**config.mk**
```make
export PLATFORM = sky130hd
export DESIGN_NAME = ctx_keeper
export DESIGN_NICKNAME = d
export VERILOG_FILES = /design/src/rtl/ctx_keeper.sv
export SDC_FILE = /design/constraint.sdc
export NUM_CORES = 1
export LEC_CHECK = 0
export BUFFER_PORTS_ARGS = -buffer_cell sky130_fd_sc_hd__buf_2
export CAP_MARGIN = 20
export CELL_PAD_IN_SITES_DETAIL_PLACEMENT = 1
export CELL_PAD_IN_SITES_GLOBAL_PLACEMENT = 2
export CORE_AREA = 3 3 40 42
export DETAILED_ROUTE_END_ITERATION = 10
export DIE_AREA = 0 0 43 45
export PLACE_DENSITY_LB_ADDON = 0.1
export SYNTH_ARGS = -nofsm -noshare
export SYNTH_HDL_FRONTEND = slang
export SYNTH_SLANG_ARGS = --single-unit
export TNS_END_PERCENT = 50
```
**constraint.sdc**
```tcl
create_clock -name clk -period 1.4 [get_ports clk]
set_input_delay 0.21 -clock clk [delete_from_list [all_inputs] [get_ports clk]]
set_output_delay 0.21 -clock clk [all_outputs]
set_load 0.005 [all_outputs]
```
**src/rtl/ctx_keeper.sv**
```systemverilog
module ctx_keeper #(
  parameter int W           = 3,
  parameter int PME_EN_BIT  = 0,
  parameter int SYNC_STAGES = 2,
  parameter int REL_LIMIT   = 64
) (
  input  logic         clk,
  input  logic         aux_rst_n,
  input  logic         retain_need,
  input  logic         main_pwr_ok,
  input  logic         l2_enter,
  input  logic         l2_exit_pulse,
  input  logic [W-1:0] ctx_in,
  input  logic         restore_ack,
  output logic         exit_req,
  output logic [W-1:0] ctx_out,
  input  logic         wake_in,
  output logic         wake_out
);

  localparam int CW = $clog2(REL_LIMIT + 1);

  typedef enum logic [1:0] {S_IDLE, S_L2, S_OFF, S_REQ} st_t;

  st_t              st, st_nx;
  logic [W-1:0]     saved;
  logic [SYNC_STAGES-1:0] ack_sync;
  logic             ack_s;
  logic [CW-1:0]    rel_cnt;

  assign ack_s    = ack_sync[SYNC_STAGES-1];
  assign exit_req = (st == S_REQ);
  assign ctx_out  = exit_req ? saved : '0;
  assign wake_out = wake_in & saved[PME_EN_BIT];

  always_ff @(posedge clk or negedge aux_rst_n) begin
    if (!aux_rst_n) ack_sync <= '0;
    else            ack_sync <= {ack_sync[SYNC_STAGES-2:0], restore_ack};
  end

  always_comb begin
    st_nx = st;
    unique case (st)
      S_IDLE: if (main_pwr_ok && l2_enter) st_nx = S_L2;
      S_L2: begin
        if (!main_pwr_ok)       st_nx = S_OFF;
        else if (l2_exit_pulse) st_nx = S_IDLE;
      end
      S_OFF:  if (main_pwr_ok) st_nx = S_REQ;
      S_REQ: begin
        if (!main_pwr_ok) st_nx = S_OFF;
        else if (ack_s)   st_nx = S_IDLE;
      end
      default: st_nx = S_IDLE;
    endcase
  end

  always_ff @(posedge clk or negedge aux_rst_n) begin
    if (!aux_rst_n) begin
      st    <= S_IDLE;
      saved <= '0;
    end else begin
      st <= st_nx;
      if (main_pwr_ok && l2_enter && retain_need && (st == S_IDLE || st == S_L2))
        saved <= ctx_in;
    end
  end

  always_ff @(posedge clk or negedge aux_rst_n) begin
    if (!aux_rst_n)                  rel_cnt <= '0;
    else if (!(exit_req && restore_ack)) rel_cnt <= '0;
    else if (rel_cnt != CW'(REL_LIMIT)) rel_cnt <= rel_cnt + 1'b1;
  end

  AST_REQ_AFTER_POWER: assert property (@(posedge clk) disable iff (!aux_rst_n)
    $rose(exit_req) |-> $past(main_pwr_ok));

  AST_HOLD_UNTIL_ACK: assert property (@(posedge clk) disable iff (!aux_rst_n)
    (exit_req && !ack_s && main_pwr_ok) |=> exit_req);

  AST_RELEASE_BOUND: assert property (@(posedge clk) disable iff (!aux_rst_n)
    rel_cnt < CW'(REL_LIMIT));

  AST_CTX_STEADY: assert property (@(posedge clk) disable iff (!aux_rst_n)
    (exit_req && $past(exit_req)) |-> $stable(ctx_out));

  AST_EXIT_CLEARS: assert property (@(posedge clk) disable iff (!aux_rst_n)
    (st == S_L2 && main_pwr_ok && l2_exit_pulse) |=> !exit_req);

endmodule

```
==> summary.txt <==
Outcome
  – Status: finished, final reports clean

Floorplanning
  – Initial Util: 25.0%
  – Die height: 45 um
  – Core ar.: 0.00128 mm2
  – Die Span X: 43 um
  – Die area: 0.00194 mm2
  – Cell Rows: 13
  – Boundary pin count: 16

Drt
  – Drt first pass iters: 4
  – Wirelength per Cell: 11.8 um
  – Vias per cell: 4.33
  – DR vias: 247
  – Final ANT Viol Nets: 0
  – DRC Markers: 0
  – Drt total wl: 671 um
  – DR iter-0 viols: 2

CTS
  – Sinks on Clock Net: 7
  – Max clock buf depth: 2
  – Reg clk slew, reported paths: 0.06 ns
  – Clock latency at the later pin of the worst-skew pair: 0.25 ns
  – Hold_buf cts: 1
  – TritonCTS buffer count: 3
  – CTS HTree Levels: 1
  – CTS resizes: 0
  – Post-CTS Setup Bufs: 0
  – CTS tree: built
  – Clk root buf: clkbuf_4

Job
  – Max cap viols: 0

Power and ir drop
  – Leakage power: 0.253 nW
  – Max VDD drop: 0.507 mV
  – Power Density: 1460 mW/mm2

STA
  – Final setup viols: 0
  – Setup Skew: 0.00105 ns
  – Slew Limit Fails: 0
  – Tcrit/Tclk final: 90.5%
  – Final Hold Fails: 0
  – Post-Route Setup TNS: 0 ns
  – Slew HR: 85.4%
  – Max Clock Freq: 0.790 GHz
  – Fin crit period: 1.27 ns
  – RSZ-0062 raised after global routing: false
  – Worst-Margin Slew: 0.219 ns
  – Final WS setup: 0.133 ns

Logic synthesis
  – Post-synthesis register bit count: 7
  – Fraction of registers with async set/reset: 100%
  – Syn Area/Cell: 14.6 um2
  – Netlist cell types: 12
  – Post-synth top cells: dfrtp_1, and3_2, mux2_4
  – Seq/Total Area, Yosys: 54.5%
  – Main synth FF type: dfrtp_1
  – Post-synth EDFFs: 0
  – Synthesized cell area: 322 um2
  – Gate Count Post-Synth: 22
  – Post-Syn Nets: 33
  – Cell taking the most area after synthesis: dfrtp_1
  – Synth Warn #: 0
  – Most common cell in the netlist: dfrtp_1
  – Share of the synthesized area in the top cell type: 54.5%
  – Top post-synthesis cells by area: dfrtp_1, mux2_4, nand4b_4, and3_2, mux2_2

Setup path
  – CP bufs+invs: 1
  – Register-to-Register Path Depth: 2
  – CP Cell Sequence: and3_2, buf_2
  – Crit path max-delay cell type: dfrtp_1
  – Reg-to-reg critical path endpoint: saved[2]$_DFFE_PN0P_
  – Setup crit end kind: output port
  – Worst setup SP type: register
  – R2R Setup Slk: 0.28 ns
  – Largest delay contributor family on the critical path: flip-flops
  – Req. time, crit path: 1.19 ns
  – CP max FO: 8
  – Crit-path max cell delay: 0.45 ns
  – Worst setup path class: register to output port
  – WP data arrival: 1.06 ns

Placement
  – Placed instance count: 52
  – IO buf count: 15
  – Area after DPL: 415 um2
  – Place WS: 0.288 ns
  – GPL Wtd Cong: 0.679

Layout
  – Fill cells: 150
  – Fin nets: 54
  – Fin util: 35.2%
  – Area Overhead vs Synth: 40.5%
  – Design Area, Final: 452 um2
  – Final non-filler cell total: 57
  – Number of diodes: 0
  – Layout cell share with drive strength beyond 1: 66.7%

GRT
  – Largest net degree at the start of global routing: 9
  – Vias in the first global route: 262
  – Initial antenna violation count: 0
  – Total GRT Usage: 8.13%
  – First-pass GRT wire length: 1.12 mm
  – Grt ovf: 0

Hold path
  – Hold Crit Depth: 1
  – Min-Delay Endpoint: ack_sync[0]$_DFF_PN0_
  – Min-delay src: restore_ack
  – Min-Delay Path Class: input port to register
==> how the worst max path moves through the flow <==
| stage | to | slack, ns | depth (start not counted) |
|---|---|---|---|
| after floorplan | saved[0]$_DFFE_PN0P_ | 0.36 | 2 |
| after global placement | saved[2]$_DFFE_PN0P_ | 0.31 | 2 |
| after detailed placement | saved[0]$_DFFE_PN0P_ | 0.29 | 2 |
| after CTS | ctx_out[1] | 0.12 | 2 |
| after global routing | ctx_out[1] | 0.07 | 2 |
| final | ctx_out[1] | 0.13 | 2 |
==> through the flow <==
stage	power (mW)	hold slack, ns
floorplan	0.407	-0.0856
global placement	0.470	0.0522
detailed placement	0.477	0.0536
CTS	0.673	0.0587
global route	0.709	0.0495
finish	0.661	0.0676
==> power breakdown <==
group | switching (mW) | internal (mW)
clock network | 0.0766 | 0.109
logic | 0.0489 | 0.122
registers | 0.0478 | 0.257
==> layout by cell type, fill, tap and decap left out <==
cell type	synthesis	final
buf_2	0	15
dfrtp_1	7	7
and3_2	3	3
mux2_4	3	3
clkbuf_4	0	3
and2_2	1	1
and2_1	1	1
mux2_2	1	1
o31ai_1	1	1
a21oi_1	1	1
nand4b_4	1	1
inv_1	1	1
nand2_1	1	1
a22o_2	1	1
clkbuf_1	0	1
dlygate4sd3_1	0	1
==> cell families (layout without fill, tap and decap cells) <==
| group | after synthesis | after routing | synth area share [%] |
|---|---|---|---|
| buf+inv | 1 | 21 | 1.17 |
| simple gates | 7 | 7 | 19.8 |
| flops | 7 | 7 | 54.5 |
| mux | 4 | 4 | 17.5 |
| compound gates | 3 | 3 | 7.00 |
==> layout make-up <==
cell class / count / area (um2) / area share [%]
well taps: 15 / 18.8 / 4.16
multi-input cells: 14 / 143 / 31.6
clock buffers: 4 / 26.3 / 5.82
repair buffers: 16 / 85.1 / 18.8
flip-flops and latches: 7 / 175 / 38.8
inverters: 1 / 3.75 / 0.831
==> layer usage <==
metal	up-vias	track usage [%]	part of all wire, %
li1	119	-	-
met1	119	9.58	42
met2	9	12.6	49
met3	0	3.98	9.2
met4	0	3.61	0
met5	-	0	0
Power figures use the tool's default switching activity.
